<file path="src/rtl/swa_pkg.sv">
package swa_pkg;
  parameter int unsigned MAX_W = 9;
  localparam int unsigned CNT_W = $clog2(MAX_W + 1);
  typedef logic [MAX_W-1:0] word_t;
  typedef logic [CNT_W-1:0] cnt_t;
endpackage

</file>
<file path="src/rtl/swa_width.sv">
module swa_width
  import swa_pkg::*;
(
  input  cnt_t width_sel,
  output cnt_t width_eff
);
  // code 0 acts as 1, codes above the maximum saturate
  always_comb begin
    if (width_sel == '0)
      width_eff = cnt_t'(1);
    else if (int'(width_sel) > int'(MAX_W))
      width_eff = cnt_t'(MAX_W);
    else
      width_eff = width_sel;
  end
endmodule

</file>
<file path="src/rtl/swa_shift.sv">
module swa_shift
  import swa_pkg::*;
(
  input  logic  clk,
  input  logic  rst,
  input  logic  clr,
  input  logic  take,
  input  logic  bit_in,
  input  cnt_t  width_eff,
  output word_t word,
  output logic  word_vld,
  output logic  casc_flag
);
  word_t acc;
  cnt_t  cnt;
  cnt_t  cnt_nxt;
  word_t mask;
  word_t merged;

  always_comb begin
    mask = '0;
    for (int b = 0; b < int'(MAX_W); b++)
      if (b < int'(width_eff)) mask[b] = 1'b1;
    cnt_nxt = cnt + cnt_t'(1);
    merged  = acc | (word_t'(bit_in) << cnt);
  end

  always_ff @(posedge clk) begin
    if (rst) begin
      acc       <= '0;
      cnt       <= '0;
      word      <= '0;
      word_vld  <= 1'b0;
      casc_flag <= 1'b0;
    end else begin
      word_vld <= 1'b0;
      if (clr) begin
        acc       <= '0;
        cnt       <= '0;
        casc_flag <= 1'b0;
      end else if (take) begin
        casc_flag <= 1'b0;
        if (cnt_nxt >= width_eff) begin
          word      <= merged & mask;
          word_vld  <= 1'b1;
          casc_flag <= 1'b1;
          acc       <= '0;
          cnt       <= '0;
        end else begin
          acc <= merged;
          cnt <= cnt_nxt;
        end
      end
    end
  end

  a_r3_cnt_bounded: assert property (@(posedge clk) disable iff (rst)
    int'(cnt) < int'(MAX_W));

  a_r4_upper_zero: assert property (@(posedge clk) disable iff (rst)
    word_vld |-> ((word >> $past(width_eff)) == '0));

  a_r9_casc_with_word: assert property (@(posedge clk) disable iff (rst)
    word_vld |-> casc_flag);
endmodule

</file>
<file path="src/rtl/swa_wrgen.sv">
module swa_wrgen
  import swa_pkg::*;
(
  input  logic  clk,
  input  logic  rst,
  input  logic  par_sel,
  input  logic  par_valid,
  input  word_t par_data,
  input  logic  ser_vld,
  input  word_t ser_word,
  input  logic  fifo_full,
  output logic  wr_en,
  output word_t wr_data,
  output logic  ovf
);
  logic  req;
  word_t dat;
  logic  live;

  always_comb begin
    req = par_sel ? par_valid : ser_vld;
    dat = par_sel ? par_data : ser_word;
  end

  always_ff @(posedge clk) begin
    if (rst) begin
      wr_en   <= 1'b0;
      ovf     <= 1'b0;
      wr_data <= '0;
      live    <= 1'b0;
    end else begin
      live  <= 1'b1;
      wr_en <= req & ~fifo_full;
      ovf   <= req & fifo_full;
      if (req && !fifo_full) wr_data <= dat;
    end
  end

  a_r7_no_write_when_full: assert property (@(posedge clk) disable iff (rst)
    (live && wr_en) |-> !$past(fifo_full));

  a_r7_ovf_excl: assert property (@(posedge clk) disable iff (rst)
    !(wr_en && ovf));

  a_r6_par_pass: assert property (@(posedge clk) disable iff (rst)
    (live && $past(par_sel && par_valid && !fifo_full)) |->
      (wr_en && wr_data == $past(par_data)));
endmodule

</file>
<file path="src/rtl/serial_word_assembler.sv">
module serial_word_assembler
  import swa_pkg::*;
(
  input  logic             clk,
  input  logic             rst,
  input  logic             par_sel,
  input  logic [MAX_W-1:0] par_data,
  input  logic             par_valid,
  input  logic             ser_clk_en,
  input  logic             ser_bit,
  input  logic [CNT_W-1:0] width_sel,
  input  logic             casc_in,
  input  logic             fifo_full,
  output logic             wr_en,
  output logic [MAX_W-1:0] wr_data,
  output logic             ovf_pulse,
  output logic             casc_out
);
  cnt_t  width_eff;
  word_t ser_word;
  logic  ser_vld;
  logic  take;

  // a strobe counts only when enabled by the chain and in serial mode
  assign take = ser_clk_en & casc_in & ~par_sel;

  swa_width u_width (
    .width_sel (width_sel),
    .width_eff (width_eff)
  );

  swa_shift u_shift (
    .clk       (clk),
    .rst       (rst),
    .clr       (par_sel),
    .take      (take),
    .bit_in    (ser_bit),
    .width_eff (width_eff),
    .word      (ser_word),
    .word_vld  (ser_vld),
    .casc_flag (casc_out)
  );

  swa_wrgen u_wrgen (
    .clk       (clk),
    .rst       (rst),
    .par_sel   (par_sel),
    .par_valid (par_valid),
    .par_data  (par_data),
    .ser_vld   (ser_vld),
    .ser_word  (ser_word),
    .fifo_full (fifo_full),
    .wr_en     (wr_en),
    .wr_data   (wr_data),
    .ovf       (ovf_pulse)
  );

  a_r1_quiet_after_reset: assert property (@(posedge clk)
    $past(rst) |-> (!wr_en && !ovf_pulse && !casc_out));
endmodule

</file>
<file path="config.mk">
export PLATFORM = sky130hd
export DESIGN_NAME = serial_word_assembler
export DESIGN_NICKNAME = d
export VERILOG_FILES = /design/src/rtl/swa_pkg.sv /design/src/rtl/swa_width.sv /design/src/rtl/swa_shift.sv /design/src/rtl/swa_wrgen.sv /design/src/rtl/serial_word_assembler.sv
export SDC_FILE = /design/constraint.sdc
export NUM_CORES = 1
export LEC_CHECK = 0
export ABC_AREA = 1
export BUFFER_PORTS_ARGS = -buffer_cell sky130_fd_sc_hd__buf_2
export CORE_MARGIN = 2
export CORE_UTILIZATION = 50
export CTS_CLUSTER_SIZE = 28
export DETAILED_ROUTE_END_ITERATION = 8
export PLACE_DENSITY = 0.81
export SLEW_MARGIN = 20
export SYNTH_ARGS = -nofsm -noshare
export SYNTH_HDL_FRONTEND = slang
export SYNTH_SLANG_ARGS = --single-unit
</file>
<file path="constraint.sdc">
create_clock -name clk -period 3.4 [get_ports clk]
set_input_delay 0 -clock clk [delete_from_list [all_inputs] [get_ports clk]]
set_output_delay 0 -clock clk [all_outputs]
set_load 0.005 [all_outputs]
</file>
# Word-level counts from Yosys, hierarchy flattened
# Index checks and enable logic that the tools add are counted.
dict set report totals {
  word_cells 52
  input_bits 21
  romBits 0
  output_inout_bits 12
  latchBits 0
  reg_bits 35
  ramBits 0
  n_memories 0
}
dict set report classes {
  n_mux 16
  reduce_logical 6
  multipliers 0
  n_div 0
  order_cmp 11
  bitwise 9
  n_shift 1
  n_addsub 1
  n_eq_ne 0
}
# op n
set op_table {}
lappend op_table {{9-bit two-way mux} 2}
lappend op_table {{3-bit by 4-bit less-than comparator with 1-bit output, first input constant} 4}
lappend op_table {{4-bit two-way mux} 3}
lappend op_table {{1-bit two-way mux} 11}
lappend op_table {{9-bit bitwise AND} 1}
lappend op_table {{9-bit bitwise OR} 1}
lappend op_table {{1-bit by 4-bit << shifter with 9-bit output} 1}
lappend op_table {{1-bit by 4-bit less-than comparator with 1-bit output, first input constant} 2}
lappend op_table {{2-bit by 4-bit less-than comparator with 1-bit output, first input constant} 2}
lappend op_table {{4-bit by 1-bit adder with 4-bit output, second input constant} 1}
lappend op_table {{1-bit bitwise AND} 4}
lappend op_table {{4-bit >= comparator} 1}
lappend op_table {{4-bit > comparator, second input constant} 1}
lappend op_table {{4-bit logical NOT} 1}
lappend op_table {{4-bit less-than comparator, first input constant} 1}
lappend op_table {{1-bit inverter} 3}
lappend op_table {{3-bit AND reduction} 1}
lappend op_table {{3-bit OR reduction} 1}
lappend op_table {{2-bit OR reduction} 1}
lappend op_table {{1-bit logical AND} 1}
lappend op_table {{1-bit logical NOT} 1}

# Longest topological paths before layout
# Gate-level depths: netlist of run 1.
dict set report depth {
  word_depth 6
  ltp_mapped 14
  depth_no_buf 13
}

# Modules after synthesis
# Synthesis of run 1 repeated with hierarchy kept, for this count alone.
dict set report hier_totals {
  hier_cells 293
  area_unflattened_um2 1914.3
}
# module cells_each n_inst seq_area_each_um2 area_each_um2
set modules_own_cells {}
lappend modules_own_cells {swa_shift 183 1 480.5 1266.2}
lappend modules_own_cells {swa_wrgen 96 1 220.2 588.1}
lappend modules_own_cells {swa_width 12 1 0.0 50.0}
lappend modules_own_cells {serial_word_assembler 2 1 0.0 10.0}

# Worst setup path after synthesis of run 1
# No wires, ideal clock.
dict set report synth_path {
  path_kind {flip-flop to flip-flop}
  start {reg u_shift.cnt[0]}
  end {reg u_shift.cnt[1]}
  setup_ns 0.119
  arrival_time_ns 1.632
  path_stages_with_launch 11
  setup_slack_ns 1.649
  required_ns 3.281
  cell_sequence {dfxtp_1 nand2_1 o21ai_0 o21ai_1 ha_1 nand4_1 nand3_4 nand2_4 nand2_2 buf_6 nor2_2}
}
dict set report synth_via {
  elab_chain_len 3
}
# element line_no
set synth_lines {}
lappend synth_lines {{start: declaration} swa_shift.sv:15} ;# cnt_t cnt;
lappend synth_lines {{start signal: assignment} swa_shift.sv:51} ;# cnt <= cnt_nxt;
lappend synth_lines {{4-bit by 1-bit adder with 4-bit output *} swa_shift.sv:24} ;# cnt_nxt = cnt + cnt_t'(1);
lappend synth_lines {{4-bit >= comparator} swa_shift.sv:43} ;# if (cnt_nxt >= width_eff) begin
lappend synth_lines {{4-bit two-way mux *} swa_shift.sv:43}
# Every way passes the cells marked *; elsewhere a longest branch is shown, timed or not.
# A chain may end at the register's enable or synchronous reset.

# Worst setup path in the final report of run 1
dict set report layout_path {
  start {reg u_shift.cnt[2]}
  end {reg u_shift.cnt[0]}
}
dict set report layout_via {
  elab_chain_len 3
}
# element line_no
set layout_lines {}
lappend layout_lines {{4-bit by 1-bit adder with 4-bit output} swa_shift.sv:24}
lappend layout_lines {{4-bit >= comparator} swa_shift.sv:43}
lappend layout_lines {{4-bit two-way mux} swa_shift.sv:43}
# Every way passes these cells.

==> results.json, run 1 <==
{
  "row_count": 21,
  "dieWidth_microns": 64.0,
  "peakVddDrop_v": 0.000257,
  "clkPwrFrac": 0.279,
  "finalHoldViolations": 0,
  "drc": 0,
  "switching_power_uw": 216,
  "dp_hpwl_mm": 2.76,
  "grt_pass1_wl_mm": 6.57,
  "min_period_ps": 2190,
  "viasPerCell": 4.91,
  "clk_path_buf_depth": 2,
  "grt_pass1_vias": 1510,
  "grt_setup_unrepaired": "no",
  "rr_worst_depth": 12,
  "die_h_microns": 64.0,
  "nets": 317,
  "mappedNetlistArea_sq_mm": 0.00180,
  "htree_num_levels": 2,
  "endpoint_kind": "register",
  "final_cell_mix": "47 x nand2_1, 46 x nor2_1, 35 x dfxtp_1, 32 x buf_2, 25 x inv_1",
  "final_cell_count_no_fill": 338,
  "worstSetupPathType": "register to register",
  "maxCapViolations": 0,
  "vias": 1661,
  "synth.distinct_cells": 28,
  "grt_usage": 0.210,
  "swShare": 0.281,
  "whs_path_depth": 5,
  "cts_tree": "done",
  "diodes": 0,
  "worstHoldStart": "par_valid",
  "startpoint": "u_shift.cnt[2]",
  "grt_overflow": 0,
  "drt_iter0_drc": 101,
  "final_common_cell": "nand2_1",
  "worstPathRequired_ps": 3670,
  "antenna_found_initial": 0,
  "dieArea_sq_mm": 0.00409,
  "dp.cells": 321,
  "status": "completed",
  "first_pass_iters": 6,
  "p_comb_frac": 0.160,
  "avgSynthCellArea_sq_um": 7.16,
  "critPathArrivalTime_ps": 2460,
  "grt_util_met3": 0.0493,
  "fmax_mhz": 457,
  "cp-start-kind": "register",
  "grt_max_degree": 21,
  "clkLatencyLatePin_ps": 340,
  "grt_util_met1": 0.261,
  "holdCritPathClass": "primary input to register",
  "busiest_layer": "met2",
  "clkTransAtPathRegs_ps": 100,
  "routed_wl_mm": 3.97,
  "setup_viol": 0,
  "finalClockSkew_ps": 10.3,
  "drive_gt1_frac": 0.212,
  "ys_seq_area_frac": 0.390,
  "io_buffers": 32,
  "p_per_area_mw_per_mm2": 370,
  "synth_nets": 277,
  "io_pins": 33,
  "ant_nets": 0,
  "intPower_uw": 553,
  "use_met2": 0.354,
  "setup_tns_ps": 0,
  "slew_headroom": 0.632,
  "p_leak_nw": 1.01,
  "netlist_instances": 251,
  "worstMarginPinSlew_ps": 551,
  "area.growth.synth_to_final_pct": 15.8,
  "initial_utilization": 0.530,
  "yosys_warnings": 0,
  "root_buffer": "clkbuf_4",
  "slew_viol_final": 0,
  "numCtsBuffers": 5,
  "cts_sinks": 35,
  "wl_per_cell_microns": 11.7,
  "ys_seq_elements": 35,
  "coreArea_sq_mm": 0.00339,
  "crit_fanout": 13,
  "rr_startpoint": "u_shift.cnt[2]",
  "gp_congestion": 0.899,
  "pwr-share-seq": 0.561,
  "fin_crit_sh": 0.643
}
[per-layer routing]
layer,routed length (microns),vias to the layer above
met5,0,-
met4,33,0
met3,137,5
met2,2000,18
met1,1800,760
li1,-,878
[state kept, by name, summed over array words and instances (netlist names)]
signal	flops
u_shift.acc	9
u_shift.casc_flag	1
u_shift.cnt	4
u_shift.word	9
u_shift.word_vld	1
u_wrgen.ovf	1
u_wrgen.wr_data	9
u_wrgen.wr_en	1
[critical path: stages, from the launching register on]
cell	delay (ps)
dfxtp_1	440
inv_2	90
nor2_4	100
inv_2	50
o21ai_1	170
ha_1	290
nand2_1	70
inv_1	40
nand2_1	100
nand3_4	140
nand2_4	160
nand2_2	250
a21oi_1	210
[Yosys cell counts, drive strengths merged]
| cell type | n | share of area |
|---|---|---|
| a21boi | 1 | 0.0042 |
| o21a | 1 | 0.0042 |
| inv | 29 | 0.061 |
| dfxtp | 35 | 0.39 |
| ha | 5 | 0.035 |
| mux2i | 4 | 0.022 |
| nand3 | 10 | 0.035 |
| nand2 | 49 | 0.11 |
| a211oi | 1 | 0.0042 |
| nand4 | 2 | 0.0070 |
| buf | 8 | 0.041 |
| nor2 | 61 | 0.16 |
| nor3 | 1 | 0.0028 |
| a21oi | 16 | 0.047 |
| a31oi | 2 | 0.0070 |
| xor2 | 1 | 0.0049 |
| o21ai | 25 | 0.072 |
[final cells by class]
cell class / count / area [sq um]
inverters: 29 / 109
repair buffers: 41 / 250
multi-input cells: 179 / 915
clock buffers: 7 / 45.0
fillers: 332 / 1310
well taps: 46 / 57.6
flip-flops and latches: 35 / 701
clock inverters: 1 / 5.00
[power by group through the flow]
stage                     Sequential (mW)  Clock (mW)  Combinational (mW)
after floorplan                     0.440           0              0.0800
after global placement              0.440           0               0.112
after detailed placement            0.440           0               0.114
after CTS                           0.431       0.222               0.122
after global routing                0.433       0.241               0.139
final                               0.431       0.215               0.123
[cells by family after synthesis]
group	synth area share
buffers and inverters	0.102
AND/OR/NAND/NOR	0.309
XOR/XNOR	0.00487
adder cells (fa/ha/maj)	0.0348
AO/OA/AOI/OAI	0.138
multiplexers	0.0223
flip-flops	0.390
[per-stage QoR]
step	hold slack (ps)	utilization	power [mW]	setup WS (ps)	area, sq um
6_report	17.2	0.614	0.769	1210	2080
5_1_grt	33.0	0.614	0.813	985	2080
4_1_cts	1.16	0.614	0.775	1220	2080
3_5_place_dp	220	0.573	0.554	1250	1940
3_3_place_gp	215	0.573	0.552	1360	1940
2_1_floorplan	72.4	-	0.520	1650	1800
[path summary, 6_finish.rpt]
check	endpoint	slack, ps
hold / removal	u_wrgen.ovf	20
setup / recovery	u_shift.cnt[0]	1210
hold reg to reg	u_shift.casc_flag	490
setup reg to reg	u_shift.cnt[0]	1210
[timing repair]
action	4_1_cts	5_1_grt
setup endpoints to repair	0	0
hold buffers	9	0
gates resized for setup	0	0
hold endpoints to repair	9	0
setup buffers	0	0
Note: power is estimated with default switching activity, not from simulation.
==> run 2: changes to the inputs <==
- CORE_UTILIZATION: 50 -> 49
- PLACE_DENSITY: 0.81 -> 0.82
- clock period: 3.4 -> 1.9 ns (I/O delays scaled with it)
==> run 2 against run 1 <==
  * Non-clock buffer count stayed put
  * Clock power grew to 2.5 times the previous value
  * Critical path depth is 1 lower
  * Final cell count is 0.30% higher
  * Die area is 1.9% higher
  * Core utilization is 2.2 points lower
  * Via count is 0.90% higher
  * Highest routed layer unchanged
  * Final area is 2.6% higher
  * Power is 99% higher
  * Global-route usage is 2.0 points lower
==> results.json, run 2 (same netlist as run 1, synthesis figures left out) <==
{
  "gp_congestion": 0.918,
  "finalHoldViolations": 0,
  "vias": 1676,
  "maxCapViolations": 0,
  "placed_cell_area_sq_mm": 0.00200,
  "io_buffers": 32,
  "dieArea_sq_mm": 0.00417,
  "drive_gt1_frac": 0.261,
  "root_buffer": "clkbuf_8",
  "endpoint_kind": "register",
  "initial_utilization": 0.499,
  "final_cell_area_sq_mm": 0.00214,
  "die_h_microns": 64.6,
  "cp-start-kind": "register",
  "setup_tns_ps": 0,
  "nets": 317,
  "peakVddDrop_v": 0.000475,
  "holdCritPathClass": "primary input to register",
  "io_pins": 33,
  "dp.cells": 330,
  "fin_crit_sh": 0.936,
  "drt_iter0_drc": 99,
  "diodes": 0,
  "area.growth.synth_to_final_pct": 18.9,
  "worstSetupPathType": "register to register",
  "fillers": 338,
  "status": "completed",
  "cts_tree": "done",
  "grt_overflow": 0,
  "clkLatencyLatePin_ps": 290,
  "final_util": 0.593,
  "dieWidth_microns": 64.6,
  "postCtsSetupBuffers": 0,
  "reg_top3": "u_shift.acc (9), u_shift.word (9), u_wrgen.wr_data (9)",
  "grt_max_degree": 20,
  "clk_path_buf_depth": 2,
  "slew_headroom": 0.675,
  "final_common_cell": "nand2_1",
  "setup_viol": 0,
  "routed_wl_mm": 3.67,
  "coreArea_sq_mm": 0.00361,
  "critPathArrivalTime_ps": 2000,
  "grt_pass1_wl_mm": 6.10,
  "worstPathRequired_ps": 2120,
  "first_pass_iters": 4,
  "power.total_mw": 1.53,
  "clkTransAtPathRegs_ps": 70,
  "min_period_ps": 1780,
  "final_cell_count_no_fill": 339,
  "fmax_mhz": 562,
  "drc": 0,
  "antenna_found_initial": 0,
  "finalClockSkew_ps": 3.98,
  "htree_num_levels": 2,
  "dp_hpwl_mm": 2.75,
  "numCtsBuffers": 5,
  "grt_usage": 0.190,
  "ant_nets": 0,
  "p_leak_nw": 1.03,
  "grt_pass1_vias": 1457,
  "worstMarginPinSlew_ps": 487,
  "p_per_area_mw_per_mm2": 717,
  "slew_viol_final": 0,
  "row_count": 22,
  "viasPerCell": 4.94,
  "final_cell_mix": "47 x nand2_1, 46 x nor2_1, 33 x dfxtp_1, 32 x buf_2, 25 x inv_1",
  "cts_sinks": 35,
  "wl_per_cell_microns": 10.8,
  "crit_fanout": 11
}
[run 2: cell count changes in the layout (fill, tap and decap cells not counted), sizes merged]
cell,change
buf,+7
dlygate4sd3,-7
clkbuf,-1
[run 2: area by class of cell]
class,count,area [sq um],share of cell area
Multi-Input combinational cell,179,941,0.440
Tap cell,48,60.1,0.0281
Clock buffer,6,82.6,0.0386
Clock inverter,1,5.00,0.00234
Timing Repair Buffer,41,236,0.111
Sequential cell,35,703,0.329
Inverter,29,109,0.0509
[run 2: worst max-delay path: stages, from the launching register on]
cell and delay, ps:
dfxtp_2 370, nand2_1 110, o21ai_1 170, o21ai_2 100, ha_4 290, nand4_1 120
nand3_4 130, nand2_4 60, buf_6 140, nand2_1 50, nand2_1 40, nor2_1 120
[run 2: path summary, 6_finish.rpt]
check                    startpoint                 end  slack [ps]  depth (start not counted)
setup / recovery     u_shift.cnt[1]     u_shift.word[6]         120                         11
hold / removal          par_data[7]  u_wrgen.wr_data[7]          10                          3
setup reg to reg     u_shift.cnt[1]     u_shift.word[6]         120                         11
hold reg to reg   u_shift.casc_flag   u_shift.casc_flag         470                          2
[run 2: report_power, final]
| part | internal (mW) | switching (mW) |
|---|---|---|
| logic | 0.0903 | 0.132 |
| clock network | 0.284 | 0.254 |
| registers | 0.760 | 0.0122 |
[run 2: what timing repair did]
| item | CTS | global route |
|---|---|---|
| resized for setup | 0 | 8 |
| setup endpoints to repair | 0 | 22 |
| endpoints found under the hold margin | 2 | 0 |
| hold buffers | 2 | 0 |
[run 2: routing by layer]
layer | part of all wire | up-vias | global-route usage | wire length (microns)
met5 | 0 | - | 0 | 0
met4 | 0.025 | 0 | 0.122 | 91
met3 | 0.047 | 11 | 0.0365 | 172
met2 | 0.47 | 44 | 0.302 | 1730
met1 | 0.46 | 745 | 0.236 | 1670
li1 | - | 876 | - | -
[run 2: stage by stage]
step,worst slack (ps),hold WS [ps]
2_1_floorplan,149,72.4
3_3_place_gp,86.2,226
3_5_place_dp,47.0,221
4_1_cts,30.4,12.0
5_1_grt,-36.8,28.9
6_report,121,11.5
